### config.mk
export PLATFORM = sky130hd
export DESIGN_NAME = wdt_rstpulse
export DESIGN_NICKNAME = d
export VERILOG_FILES = /design/src/rtl/wdt_pkg.sv /design/src/rtl/wdt_kick_sync.sv /design/src/rtl/wdt_limit_dec.sv /design/src/rtl/wdt_timer_core.sv /design/src/rtl/wdt_rstpulse.sv
export SDC_FILE = /design/constraint.sdc
export NUM_CORES = 1
export LEC_CHECK = 0
export BUFFER_PORTS_ARGS = -buffer_cell sky130_fd_sc_hd__buf_2
export CORE_MARGIN = 2
export CORE_UTILIZATION = 28
export DETAILED_ROUTE_END_ITERATION = 8
export GPL_TIMING_DRIVEN = 0
export PLACE_DENSITY_LB_ADDON = 0.05
export SLEW_MARGIN = 20
export SYNTH_ARGS = -nofsm -noshare
export SYNTH_HDL_FRONTEND = slang
export SYNTH_HIERARCHICAL = 1
export SYNTH_SLANG_ARGS = --single-unit
### constraint.sdc
create_clock -name clk -period 3.77 [get_ports clk]
set_input_delay 0.377 -clock clk [delete_from_list [all_inputs] [get_ports clk]]
set_output_delay 0.377 -clock clk [all_outputs]
set_load 0.01 [all_outputs]
### src/rtl/wdt_pkg.sv
`timescale 1ns/1ps
package wdt_pkg;

    typedef enum logic {
        ST_RUN   = 1'b0,
        ST_PULSE = 1'b1
    } wdt_state_e;

    localparam logic [1:0] PERIOD_OFF = 2'b00;

endpackage

### src/rtl/wdt_kick_sync.sv
`timescale 1ns/1ps
module wdt_kick_sync #(
    parameter int STAGES = 2
) (
    input  logic clk,
    input  logic rst_n,
    input  logic kick_n_i,
    output logic fall_o
);
    localparam int LAST = STAGES - 1;

    logic [STAGES-1:0] sync_d, sync_q;
    logic              prev_d, prev_q;

    generate
        if (STAGES == 1) begin : g_single
            always_comb sync_d = kick_n_i;
        end else begin : g_chain
            always_comb sync_d = {sync_q[STAGES-2:0], kick_n_i};
        end
    endgenerate

    always_comb prev_d = sync_q[LAST];

    always_ff @(posedge clk or negedge rst_n) begin
        if (!rst_n) begin
            sync_q <= '1;
            prev_q <= 1'b1;
        end else begin
            sync_q <= sync_d;
            prev_q <= prev_d;
        end
    end

    assign fall_o = prev_q & ~sync_q[LAST];
endmodule

### src/rtl/wdt_limit_dec.sv
`timescale 1ns/1ps
module wdt_limit_dec #(
    parameter int PERIOD_BASE = 100,
    parameter int PULSE_BASE  = 25,
    parameter int CNT_W       = 11
) (
    input  logic [1:0]       period_sel_i,
    input  logic [1:0]       pulse_sel_i,
    output logic             enable_o,
    output logic [CNT_W-1:0] period_lim_o,
    output logic [CNT_W-1:0] pulse_lim_o
);
    import wdt_pkg::*;

    always_comb begin
        enable_o = (period_sel_i != PERIOD_OFF);
        unique case (period_sel_i)
            2'b01:   period_lim_o = CNT_W'(PERIOD_BASE);
            2'b10:   period_lim_o = CNT_W'(PERIOD_BASE * 4);
            2'b11:   period_lim_o = CNT_W'(PERIOD_BASE * 16);
            default: period_lim_o = '0;
        endcase
        pulse_lim_o = CNT_W'(PULSE_BASE) << pulse_sel_i;
    end
endmodule

### src/rtl/wdt_timer_core.sv
`timescale 1ns/1ps
module wdt_timer_core #(
    parameter int CNT_W = 11
) (
    input  logic             clk,
    input  logic             rst_n,
    input  logic             tick_i,
    input  logic             fall_i,
    input  logic             enable_i,
    input  logic [CNT_W-1:0] period_lim_i,
    input  logic [CNT_W-1:0] pulse_lim_i,
    output logic             rst_n_o
);
    import wdt_pkg::*;

    typedef struct packed {
        wdt_state_e       st;
        logic [CNT_W-1:0] cnt;
        logic             out_n;
    } core_s;

    localparam core_s CORE_RST = '{st: ST_RUN, cnt: '0, out_n: 1'b1};

    core_s            core_d, core_q;
    logic [CNT_W-1:0] cnt_inc;

    always_comb begin
        core_d  = core_q;
        cnt_inc = core_q.cnt + 1'b1;
        unique case (core_q.st)
            ST_RUN: begin
                if (!enable_i || fall_i) begin
                    core_d.cnt = '0;
                end else if (tick_i) begin
                    if (cnt_inc >= period_lim_i) begin
                        core_d.st    = ST_PULSE;
                        core_d.cnt   = '0;
                        core_d.out_n = 1'b0;
                    end else begin
                        core_d.cnt = cnt_inc;
                    end
                end
            end
            ST_PULSE: begin
                if (tick_i) begin
                    if (cnt_inc >= pulse_lim_i) begin
                        core_d.st    = ST_RUN;
                        core_d.cnt   = '0;
                        core_d.out_n = 1'b1;
                    end else begin
                        core_d.cnt = cnt_inc;
                    end
                end
            end
            default: core_d = CORE_RST;
        endcase
    end

    always_ff @(posedge clk or negedge rst_n) begin
        if (!rst_n) core_q <= CORE_RST;
        else        core_q <= core_d;
    end

    assign rst_n_o = core_q.out_n;
endmodule

### src/rtl/wdt_rstpulse.sv
`timescale 1ns/1ps
module wdt_rstpulse #(
    parameter int PERIOD_BASE = 100,
    parameter int PULSE_BASE  = 25,
    parameter int SYNC_STAGES = 2
) (
    input  logic       clk,
    input  logic       rst_n,
    input  logic       tick_i,
    input  logic       kick_n_i,
    input  logic [1:0] period_sel_i,
    input  logic [1:0] pulse_sel_i,
    output logic       wdt_rst_n_o
);
    localparam int MAX_PERIOD = PERIOD_BASE * 16;
    localparam int MAX_PULSE  = PULSE_BASE * 8;
    localparam int MAX_LIM    = (MAX_PERIOD > MAX_PULSE) ? MAX_PERIOD : MAX_PULSE;
    localparam int CNT_W      = $clog2(MAX_LIM + 1);

    logic             kick_fall;
    logic             wd_enable;
    logic [CNT_W-1:0] period_lim;
    logic [CNT_W-1:0] pulse_lim;

    wdt_kick_sync #(.STAGES(SYNC_STAGES)) sync_i (
        .clk      (clk),
        .rst_n    (rst_n),
        .kick_n_i (kick_n_i),
        .fall_o   (kick_fall)
    );

    wdt_limit_dec #(
        .PERIOD_BASE (PERIOD_BASE),
        .PULSE_BASE  (PULSE_BASE),
        .CNT_W       (CNT_W)
    ) dec_i (
        .period_sel_i (period_sel_i),
        .pulse_sel_i  (pulse_sel_i),
        .enable_o     (wd_enable),
        .period_lim_o (period_lim),
        .pulse_lim_o  (pulse_lim)
    );

    wdt_timer_core #(.CNT_W(CNT_W)) core_i (
        .clk          (clk),
        .rst_n        (rst_n),
        .tick_i       (tick_i),
        .fall_i       (kick_fall),
        .enable_i     (wd_enable),
        .period_lim_i (period_lim),
        .pulse_lim_i  (pulse_lim),
        .rst_n_o      (wdt_rst_n_o)
    );
endmodule

==> impl_metrics.env, run 1 <==
export IMPL_globalRouteTotalUtil_pct=11.3
export IMPL_clockBufferDepth=2
export IMPL_cp_common_cell="ha_1"
export IMPL_muxShareOfSynthArea_pct=0
export IMPL_cts_num_sinks=16
export IMPL_multiInputGateArea_um2=973
export IMPL_fin_crit_sh_pct=77.5
export IMPL_gp_congestion=0.746
export IMPL_critPathLaunch="core_i/core_q[1]$_DFFE_PN0P_"
export IMPL_die_area_um2=6270
export IMPL_synth_compound_area_share_pct=14.5
export IMPL_worstPathCellList="ha_1 > nand3_1 > xor2_1 > inv_1 > ha_1 > a21o_1 > a221oi_2 > o21ai_1 > a211oi_2 > nor2_4 > o211ai_2"
export IMPL_vdd_drop_max_mv=0.135
export IMPL_status="completed"
export IMPL_coreArea_um2=5470
export IMPL_start_util_pct=28.9
export IMPL_hold_viol=0
export IMPL_port_buffers=8
export IMPL_fp_dieH_um=79.2
export IMPL_slowest_stage="dfrtp_1"
export IMPL_hold_buffers=0
export IMPL_min_period_ns=2.92
export IMPL_drc_errors=0
export IMPL_reg2reg_from="core_i/core_q[1]$_DFFE_PN0P_"
export IMPL_synth_edf_count=0
export IMPL_async_reset_ff_share_pct=100
export IMPL_crit_required_ns=3.94
export IMPL_drive_gt1_share_pct=20.7
export IMPL_synth_area_per_cell_um2=8.50
export IMPL_end_kind="flip-flop"
export IMPL_post_cts_buffers=0
export IMPL_wl_um=3130
export IMPL_max_cap_violations=0
export IMPL_syn2layout_area_growth_pct=12.9
export IMPL_rows=27
export IMPL_hpwlAfterDp_um=2700
export IMPL_p_leak_nw=0.978
export IMPL_drv_slew=0
export IMPL_powerDensity_nw_per_um2=361
export IMPL_cts_made_buffers=3
export IMPL_grt_overflow=0
export IMPL_grt_pass1_wl_um=5600
export IMPL_root_buffer="clkbuf_8"
export IMPL_worstPathArrival_ns=3.09
export IMPL_ys_seq_elements=16
export IMPL_dr_first_iter_drc_count=34
export IMPL_ctsResizeCount=0
export IMPL_fin_tns_setup_ns=0
export IMPL_dr_pass1_iters=4
export IMPL_synthCells=186
export IMPL_synth_cell_types=43
export IMPL_via_per_inst=4.22
export IMPL_rsz0062_at_grt="false"
export IMPL_n_antenna_cell=0
export IMPL_ys_seq_area_share_pct=25.6
export IMPL_timing_fmax_ghz=0.342
export IMPL_synth_area_top_cells="ha_1 (22%), dfrtp_1 (19%), inv_1 (8.1%)"
export IMPL_antenna_found_initial=0
export IMPL_crit_type="flip-flop to flip-flop"
export IMPL_netlist_area_um2=1580
export IMPL_io_pins=9
export IMPL_nets=240
export IMPL_yosys_area_top_type="ha_1"
export IMPL_holdWs_ns=0.0341
export IMPL_synth_top_family_by_area="adder cells"
export IMPL_yosysTopAreaCellShare_pct=22.2
export IMPL_wl_per_cell_um=11.4
export IMPL_reg2reg_to="core_i/core_q[4]$_DFFE_PN0P_"
export IMPL_clk_latency_ns=0.25
export IMPL_cts_tree="yes"
export IMPL_cp_top_family="compound AO/OA/AOI/OAI gates"
export IMPL_synth_xor_xnor_area_share_pct=4.98
export IMPL_clkTransAtPathRegs_ns=0.06
export IMPL_hold_path_class="input port to async pin"
export IMPL_fillers=606
export IMPL_startpoint_type="flip-flop"
export IMPL_setup_viol=0
export IMPL_grt_max_degree=17
export IMPL_ys_warn_count=6
export IMPL_grt_pass1_vias=1187
export IMPL_synthAdderAreaFrac_pct=22.2
export IMPL_crit_fanout=10
export IMPL_synthSimpleGateAreaFrac_pct=18.5
export IMPL_synthFlopType="dfrtp_1"
export IMPL_endpoint="core_i/core_q[4]$_DFFE_PN0P_"
export IMPL_regToRegSetupSlack_ns=0.85
export IMPL_fp_dieW_um=79.2
export IMPL_ff2ff_path_depth=11
export IMPL_ant_nets=0
export IMPL_slowest_delay_ns=0.49
export IMPL_vias=1160
export IMPL_h_tree_depth=1
export IMPL_seqCellArea_um2=405
export IMPL_crit_buf_inv=1
export IMPL_path_depth=11
export IMPL_clock_skew_ns=0.000704
## sequential cells by signal (all words and copies together), names as in the netlist
name / cells
sync_i/sync_q: 2
sync_i/prev_q: 1
core_i/rst_n_o: 1
core_i/core_q: 12
## cell usage in the layout, fill, tap and decap left out, types with 2 or more instances in the layout
master	synthesis	final
xor2_1	4	4
nand2_1	16	16
nand3_1	7	7
clkbuf_1	2	2
xnor2_1	5	5
dfstp_2	4	4
a21o_1	3	3
o21ai_2	5	5
nand4_1	2	2
inv_1	34	34
clkbuf_8	0	4
and3_1	7	7
conb_1	1	6
nor2_1	6	6
buf_4	11	11
o21ai_1	6	6
dfrtp_1	12	12
ha_1	28	28
buf_2	0	8
a21oi_1	7	7
o21ai_0	2	2
## cell families (layout without fill, tap and decap cells)
family,after synthesis,count (layout)
AND/OR/NAND/NOR,52,52
buffers and inverters,48,60
AO/OA/AOI/OAI,32,32
adder cells (fa/ha/maj),28,28
flip-flops,16,16
XOR/XNOR,9,9
other,1,6
## worst min-delay path by stage
stage	from	to	slack (ns)	cells past startpoint
after global placement	rst_n	core_i/core_q[12]$_DFF_PN0_	0.31	1
after detailed placement	rst_n	core_i/core_q[11]$_DFFE_PN0P_	0.32	1
final	rst_n	core_i/core_q[11]$_DFFE_PN0P_	0.03	1
after floorplan	rst_n	core_i/core_q[10]$_DFFE_PN0P_	0.08	0
after global routing	rst_n	core_i/core_q[10]$_DFFE_PN0P_	0.05	1
after CTS	rst_n	core_i/core_q[12]$_DFF_PN0_	0.04	1
## layout make-up
class	instances	area share [%]
Timing Repair Buffer	8	2.24
Tap cell	72	5.05
Buffer	13	5.05
Inverter	35	7.36
Sequential cell	16	22.7
Clock buffer	4	3.08
Multi-Input combinational cell	127	54.5
## stage by stage
stage | utilization [%] | cells | total power [mW] | area, µm² | setup WS (ns)
after global routing | 32.6 | 275 | 0.707 | 1790 | 0.625
after CTS | 32.6 | 275 | 0.659 | 1790 | 0.814
after global placement | 31.6 | 271 | 0.493 | 1730 | 0.878
after floorplan | - | 191 | 0.426 | 1600 | 1.27
after detailed placement | 31.6 | 271 | 0.501 | 1730 | 0.846
final | 32.6 | 275 | 0.645 | 1790 | 0.850
## layer usage
metal | vias up | share of wire (%) | track usage, %
met5 | - | 0 | 0
met4 | 0 | 0.54 | 1.55
met3 | 2 | 1.6 | 2.39
met2 | 9 | 46 | 19.0
met1 | 511 | 52 | 15.4
li1 | 638 | - | -
## cells in the mapped netlist, types with 2 or more instances
library cell and number:
and3_1 7, ha_1 28, xor2_1 4, o21ai_0 2
a21oi_1 7, nand3_1 7, inv_1 34, nor2_1 6
o21ai_1 6, xnor2_1 5, nand2_1 16, buf_4 11
dfstp_2 4, a21o_1 3, nand4_1 2, dfrtp_1 12
clkbuf_1 2, o21ai_2 5
## power by group
| part | leakage (nW) | internal [mW] | total, mW | switching, mW |
|---|---|---|---|---|
| logic | 0.744 | 0.112 | 0.264 | 0.152 |
| clock network | 0.0288 | 0.0926 | 0.153 | 0.0603 |
| registers | 0.206 | 0.196 | 0.229 | 0.0322 |
Note: power is estimated with default switching activity, not from simulation.
==> run 2, diff against run 1 <==
--- a/config.mk
+++ b/config.mk
@@ -5,6 +5,7 @@
 export SDC_FILE = /design/constraint.sdc
 export NUM_CORES = 1
 export LEC_CHECK = 0
+export ABC_AREA = 1
 export BUFFER_PORTS_ARGS = -buffer_cell sky130_fd_sc_hd__buf_2
 export CORE_MARGIN = 2
 export CORE_UTILIZATION = 28
==> constraint.sdc (replaced) <==
create_clock -name clk -period 2.5 [get_ports clk]
set_input_delay 0.25 -clock clk [delete_from_list [all_inputs] [get_ports clk]]
set_output_delay 0.25 -clock clk [all_outputs]
set_load 0.01 [all_outputs]
==> run 2 against run 1 <==
The flow now finishes with violations (negative setup slack). Hold slack better by 0.064 ns. Sequential share of layout area decreased by 3.6 points. Sequential cell count did not move. Via count increased by 19%. Register-to-register slack got worse by 0.95 ns. Die area up 4.8%. Total power up 79%. Worst setup slack worse by 0.95 ns. Sequential power up 51%. Synthesized cell count is 30% higher. Wire length grew 16%. Combinational power is 120% higher.
==> impl_metrics.env, run 2 <==
export IMPL_wl_um=3620
export IMPL_cts_tree="yes"
export IMPL_grt_pass1_wl_um=6300
export IMPL_dr_pass1_iters=4
export IMPL_largest_reg_flops=12
export IMPL_dr_first_iter_drc_count=54
export IMPL_total_power_mw=1.15
export IMPL_hold_viol=0
export IMPL_max_cap_violations=0
export IMPL_syn2layout_area_growth_pct=27.9
export IMPL_globalRouteTotalUtil_pct=12.5
export IMPL_vdd_drop_max_mv=0.219
export IMPL_hold_path_class="input port to flip-flop"
export IMPL_min_period_ns=2.60
export IMPL_die_area_um2=6570
export IMPL_ys_seq_elements=16
export IMPL_worstPathArrival_ns=2.77
export IMPL_start_util_pct=28.6
export IMPL_rows=28
export IMPL_grt_pass1_vias=1381
export IMPL_status="finished with violations"
export IMPL_rsz0062_at_grt="true"
export IMPL_fp_dieH_um=81.0
export IMPL_fin_area_um2=2120
export IMPL_ys_warn_count=6
export IMPL_grt_overflow=0
export IMPL_switchingPower_mw=0.452
export IMPL_synth_area_per_cell_um2=6.87
export IMPL_final_common_cell="nand2_1"
export IMPL_clkTransAtPathRegs_ns=0.07
export IMPL_synth_common_cells="nand2_1 (67), inv_1 (56), ha_1 (28), nor2_1 (14), dfrtp_1 (12)"
export IMPL_multiInputGateArea_um2=1110
export IMPL_crit_type="flip-flop to flip-flop"
export IMPL_root_buffer="clkbuf_8"
export IMPL_clock_skew_ns=0.00353
export IMPL_fin_ws_ns=-0.103
export IMPL_fillers=658
export IMPL_wl_per_cell_um=10.4
export IMPL_timing_fmax_ghz=0.384
export IMPL_cts_made_buffers=3
export IMPL_synthCells=242
export IMPL_crit_fanout=5
export IMPL_vias=1381
export IMPL_synthFlopType="dfrtp_1"
export IMPL_n_antenna_cell=0
export IMPL_drc_errors=0
export IMPL_crit_required_ns=2.67
export IMPL_end_kind="flip-flop"
export IMPL_regMostFlops="core_i/core_q"
export IMPL_startpoint_type="flip-flop"
export IMPL_yosys_area_top_type="ha_1"
export IMPL_yosysTopAreaCellShare_pct=21.1
export IMPL_via_per_inst=3.98
export IMPL_fin_crit_sh_pct=104
export IMPL_drv_slew=0
export IMPL_hpwlAfterDp_um=2850
export IMPL_utilization_pct=36.5
export IMPL_port_buffers=8
export IMPL_placed_area_um2=1810
export IMPL_top_regs="core_i/core_q (12), sync_i/sync_q (2)"
export IMPL_coreArea_um2=5820
export IMPL_seqCellArea_um2=407
export IMPL_ys_seq_area_share_pct=24.4
export IMPL_h_tree_depth=1
export IMPL_drive_gt1_share_pct=29.4
export IMPL_io_pins=9
export IMPL_clockBufferDepth=2
export IMPL_ant_nets=0
export IMPL_nets=309
export IMPL_cts_num_sinks=16
export IMPL_fp_dieW_um=81.0
export IMPL_synth_area_top_cells="ha_1 (21%), dfrtp_1 (18%), nand2_1 (15%)"
export IMPL_synth_edf_count=0
export IMPL_setup_viol=11
export IMPL_clk_latency_ns=0.25
export IMPL_gp_congestion=0.752
export IMPL_p_leak_nw=1.22
export IMPL_swShare_pct=39.1
export IMPL_p_seq_share_pct=29.9
export IMPL_preCtsSetupSlack_ns=-0.620
export IMPL_intPower_mw=0.703
export IMPL_violations="negative setup slack"
export IMPL_synth_cell_types=25
export IMPL_powerDensity_nw_per_um2=543
export IMPL_final_cell_mix="nand2_1 (55), inv_1 (53), ha_1 (28), buf_4 (22), nand2_2 (12)"
export IMPL_grt_max_degree=17
export IMPL_antenna_found_initial=0
export IMPL_synth_most_common_cell="nand2_1"
export IMPL_pwr_share_comb_pct=50.0
export IMPL_netlist_area_um2=1660
export IMPL_clockPowerShare_pct=20.1
export IMPL_async_reset_ff_share_pct=100
## run 2: changes by cell type after synthesis, sizes merged, moves of 2 or more
cell / change
and2: -2
or2: -2
nand2: +51
nand3b: +2
xnor2: -5
inv: +23
nor2: +9
xor2: +3
and3: -7
a21o: -3
nor2b: -2
a211oi: -2
## run 2: power by group through the flow
stage / clock (mW) / combinational, mW / sequential (mW)
floorplan: 0 / 0.337 / 0.348
global placement: 0 / 0.454 / 0.356
detailed placement: 0 / 0.452 / 0.355
CTS: 0.241 / 0.508 / 0.346
global route: 0.248 / 0.682 / 0.354
finish: 0.232 / 0.577 / 0.345
## run 2: critical path, stage by stage, from the launching register on
cell and delay [ns]:
dfrtp_2 0.41, inv_2 0.06, nor3_4 0.27, nand3_4 0.13, nor3_4 0.21, xor2_2 0.22, ha_1 0.27, nand2_2 0.07
inv_2 0.04, nand2_2 0.04, nor2_1 0.04, nand2_1 0.06, nand2_1 0.06, nor2_2 0.18, nand2_2 0.09, o21ai_4 0.08
buf_6 0.16, nand2_1 0.05, o21ai_1 0.07
## run 2: cell families after synthesis
logic type	after synthesis	share of synthesized area, %
simple gates	98	25.4
flops	16	24.4
buf+inv	71	18.6
fa+ha+maj	28	21.1
other cells	1	0.226
xor+xnor	7	3.69
compound gates	21	6.63
## run 2: worst paths after layout
path	start	to	slack (ns)	cells after the start
worst max register to register	core_i/core_q[1]$_DFFE_PN0P_	core_i/core_q[11]$_DFFE_PN0P_	-0.10	18
worst min-delay path	kick_n_i	sync_i/sync_q[0]$_DFF_PN1_	0.1	1
worst min register to register	sync_i/sync_q[0]$_DFF_PN1_	sync_i/sync_q[1]$_DFF_PN1_	0.36	0
max in group asynchronous	rst_n	core_i/rst_n_o$_DFFE_PN1P_	1.74	2
worst max-delay path	core_i/core_q[1]$_DFFE_PN0P_	core_i/core_q[11]$_DFFE_PN0P_	-0.10	18
min in group asynchronous	rst_n	core_i/core_q[7]$_DFFE_PN0P_	0.45	2
## run 2: area by class of cell
cell class              instances  share of cell area (%)
repair buffers                 21                    6.77
clock buffers                   4                    2.59
inverters                      58                    10.2
well taps                      75                    4.42
plain buffers                  13                    4.59
flip-flops and latches         16                    19.1
multi-input cells             160                    52.2
## run 2: what timing repair did
| action | 4_1_cts | 5_1_grt |
|---|---|---|
| endpoints found under the setup margin | 13 | 13 |
| pin swaps | 8 | 22 |
| hold endpoints to repair | 12 | 0 |
| hold buffers | 1 | 0 |
| buffers inserted | 5 | 6 |
| gates cloned | 1 | 0 |
| resized for setup | 18 | 31 |
## run 2: per-stage QoR
| stage | hold slack, ns | TNS, ns | std cells |
|---|---|---|---|
| 2_1_floorplan | -0.0456 | 0 | 247 |
| 3_3_place_gp | 0.194 | -6.93 | 330 |
| 3_5_place_dp | 0.192 | -6.89 | 330 |
| 4_1_cts | 0.0909 | -2.43 | 341 |
| 5_1_grt | 0.0915 | -3.90 | 347 |
| 6_report | 0.0984 | -0.831 | 347 |
## run 2: layer usage
| metal | vias to the layer above | track usage [%] | part of all wire [%] |
|---|---|---|---|
| li1 | 770 | - | - |
| met5 | - | 0 | 0 |
| met3 | 2 | 2.67 | 2.6 |
| met1 | 594 | 16.9 | 51 |
| met2 | 15 | 21.2 | 45 |
| met4 | 0 | 1.02 | 0.58 |
==> run 3, diff against run 2 <==
--- a/config.mk
+++ b/config.mk
@@ -8,7 +8,7 @@
 export ABC_AREA = 1
 export BUFFER_PORTS_ARGS = -buffer_cell sky130_fd_sc_hd__buf_2
 export CORE_MARGIN = 2
-export CORE_UTILIZATION = 28
+export CORE_UTILIZATION = 25
 export DETAILED_ROUTE_END_ITERATION = 8
 export GPL_TIMING_DRIVEN = 0
 export PLACE_DENSITY_LB_ADDON = 0.05
==> run 3 against run 2 <==
Total power grew 6.9%. Global-route usage shrank 1.4 points. Highest routed layer unchanged. Worst setup slack lost 0.042 ns. The run still ends with negative setup slack left. Critical path depth fell by 2. Combinational power rose by 12%. Hold slack got worse by 0.010 ns. Wire length increased by 3.8%. Sequential share of layout area down 0.53 points. Die area grew 11%. First-iteration DRC count shrank 5.6%.
==> impl_metrics.env, run 3 (synthesized netlist as in run 2, its figures left out) <==
export IMPL_status="finished with violations"
export IMPL_violations="negative setup slack"
export IMPL_ant_nets=0
export IMPL_vias=1383
export IMPL_pwr_share_comb_pct=52.5
export IMPL_reg2reg_from="core_i/core_q[1]$_DFFE_PN0P_"
export IMPL_startpoint_type="flip-flop"
export IMPL_grt_max_degree=17
export IMPL_grt_overflow=0
export IMPL_powerDensity_nw_per_um2=565
export IMPL_crit_required_ns=2.67
export IMPL_clockPowerShare_pct=19.0
export IMPL_drive_gt1_share_pct=29.5
export IMPL_syn2layout_area_growth_pct=31.5
export IMPL_fp_dieH_um=85.5
export IMPL_io_pins=9
export IMPL_rows=29
export IMPL_coreArea_um2=6390
export IMPL_port_buffers=8
export IMPL_p_leak_nw=1.25
export IMPL_drv_slew=0
export IMPL_grt_pass1_wl_um=6360
export IMPL_antenna_found_initial=0
export IMPL_vdd_drop_max_mv=0.306
export IMPL_fillers=678
export IMPL_rsz0062_at_grt="true"
export IMPL_final_cell_mix="nand2_1 (58), inv_1 (52), ha_1 (25), buf_4 (20)"
export IMPL_hpwlAfterDp_um=2900
export IMPL_h_tree_depth=1
export IMPL_switchingPower_mw=0.497
export IMPL_end_kind="flip-flop"
export IMPL_preCtsSetupSlack_ns=-0.551
export IMPL_cts_tree="yes"
export IMPL_largest_reg_flops=12
export IMPL_critPathLaunch="core_i/core_q[1]$_DFFE_PN0P_"
export IMPL_n_antenna_cell=0
export IMPL_p_seq_share_pct=28.4
export IMPL_hold_viol=0
export IMPL_globalRouteTotalUtil_pct=11.1
export IMPL_top_regs="core_i/core_q (12), sync_i/sync_q (2)"
export IMPL_cts_num_sinks=16
export IMPL_final_common_cell="nand2_1"
export IMPL_via_per_inst=3.97
export IMPL_regMostFlops="core_i/core_q"
export IMPL_worstPathArrival_ns=2.82
export IMPL_fp_dieW_um=85.5
export IMPL_clockBufferDepth=2
export IMPL_intPower_mw=0.738
export IMPL_setup_viol=12
export IMPL_clk_latency_ns=0.25
export IMPL_timing_fmax_ghz=0.378
export IMPL_grt_pass1_vias=1301
export IMPL_clkTransAtPathRegs_ns=0.07
export IMPL_hold_path_class="input port to flip-flop"
export IMPL_clock_skew_ns=0.00540
export IMPL_start_util_pct=26.0
export IMPL_total_power_mw=1.23
export IMPL_drc_errors=0
export IMPL_gp_congestion=0.731
export IMPL_dr_pass1_iters=4
export IMPL_min_period_ns=2.65
export IMPL_die_area_um2=7310
export IMPL_root_buffer="clkbuf_8"
export IMPL_fin_ws_ns=-0.145
export IMPL_cts_made_buffers=3
export IMPL_crit_fanout=5
export IMPL_swShare_pct=40.2
export IMPL_fin_crit_sh_pct=106
export IMPL_wl_um=3760
export IMPL_dr_first_iter_drc_count=51
export IMPL_worstHoldStart="kick_n_i"
export IMPL_max_cap_violations=0
export IMPL_wl_per_cell_um=10.8
export IMPL_crit_type="flip-flop to flip-flop"
export IMPL_nets=308
run 3: cell types whose count changed in the layout (fill, tap and decap cells not counted), moves of 3 or more:
cell,before,now
nand2_1,55,58
ha_1,28,25
nor2_1,8,11
nand2_2,12,6
nand2_4,0,3
ha_4,0,3
run 3: critical path, stage by stage (launching register included):
cell and delay [ns]:
dfrtp_2 0.41, inv_1 0.12, nor3_4 0.21, nand3_4 0.13, nor3_4 0.21, xor2_2 0.26
ha_1 0.30, nand2_4 0.10, inv_2 0.04, a21oi_1 0.14, nand2_1 0.08, nor2_2 0.14
nand2_2 0.08, o21ai_4 0.08, buf_6 0.16, nand2_2 0.04, o21ai_1 0.07
run 3: timing repair:
item                                    4_1_cts  5_1_grt
setup buffers                                 5        6
hold buffers                                  1        0
pin swaps                                    13       21
gates resized for setup                      18       37
endpoints found under the hold margin        12        0
cloned                                        1        0
endpoints found under the setup margin       13       13
run 3: path summary, 6_finish.rpt:
check | to | slack (ns) | cells after the start
hold reg to reg | sync_i/sync_q[1]$_DFF_PN1_ | 0.36 | 0
setup / recovery | core_i/core_q[7]$_DFFE_PN0P_ | -0.15 | 16
setup reg to reg | core_i/core_q[7]$_DFFE_PN0P_ | -0.15 | 16
max in group asynchronous | sync_i/sync_q[0]$_DFF_PN1_ | 1.75 | 2
min in group asynchronous | core_i/core_q[12]$_DFF_PN0_ | 0.44 | 2
hold / removal | sync_i/sync_q[0]$_DFF_PN1_ | 0.09 | 1
run 3: area by class of cell:
type	instances	area, µm²	share of cell area [%]
multi-input cells	160	1170	53.6
well taps	77	96.3	4.41
flip-flops and latches	16	407	18.6
repair buffers	20	140	6.41
clock buffers	4	55.1	2.52
plain buffers	13	97.6	4.47
inverters	58	218	9.97
run 3: per-layer routing:
metal  wire length (µm)  global-route usage [%]  up-vias
li1                   -                       -      770
met1               1930                    16.2      592
met2               1680                    16.9       17
met3                122                    2.69        4
met4                 31                    1.73        0
met5                  0                       0        -
run 3: power by group through the flow:
| stage | combinational, mW | clock, mW | sequential, mW |
|---|---|---|---|
| final | 0.649 | 0.235 | 0.351 |
| after global routing | 0.752 | 0.261 | 0.355 |
| after CTS | 0.545 | 0.241 | 0.342 |
| after detailed placement | 0.471 | 0 | 0.353 |
| after global placement | 0.479 | 0 | 0.354 |
| after floorplan | 0.337 | 0 | 0.348 |
run 3: stage by stage:
step	instance area [µm²]	util [%]	hold WS [ns]	TNS [ns]	std cells
2_1_floorplan	1680	-	-0.0456	0	247
3_3_place_gp	1820	28.4	0.205	-6.48	332
3_5_place_dp	1820	28.4	0.201	-6.00	332
4_1_cts	2000	31.3	0.0886	-1.51	343
5_1_grt	2180	34.2	0.0752	-3.48	348
6_report	2180	34.2	0.0881	-1.24	348
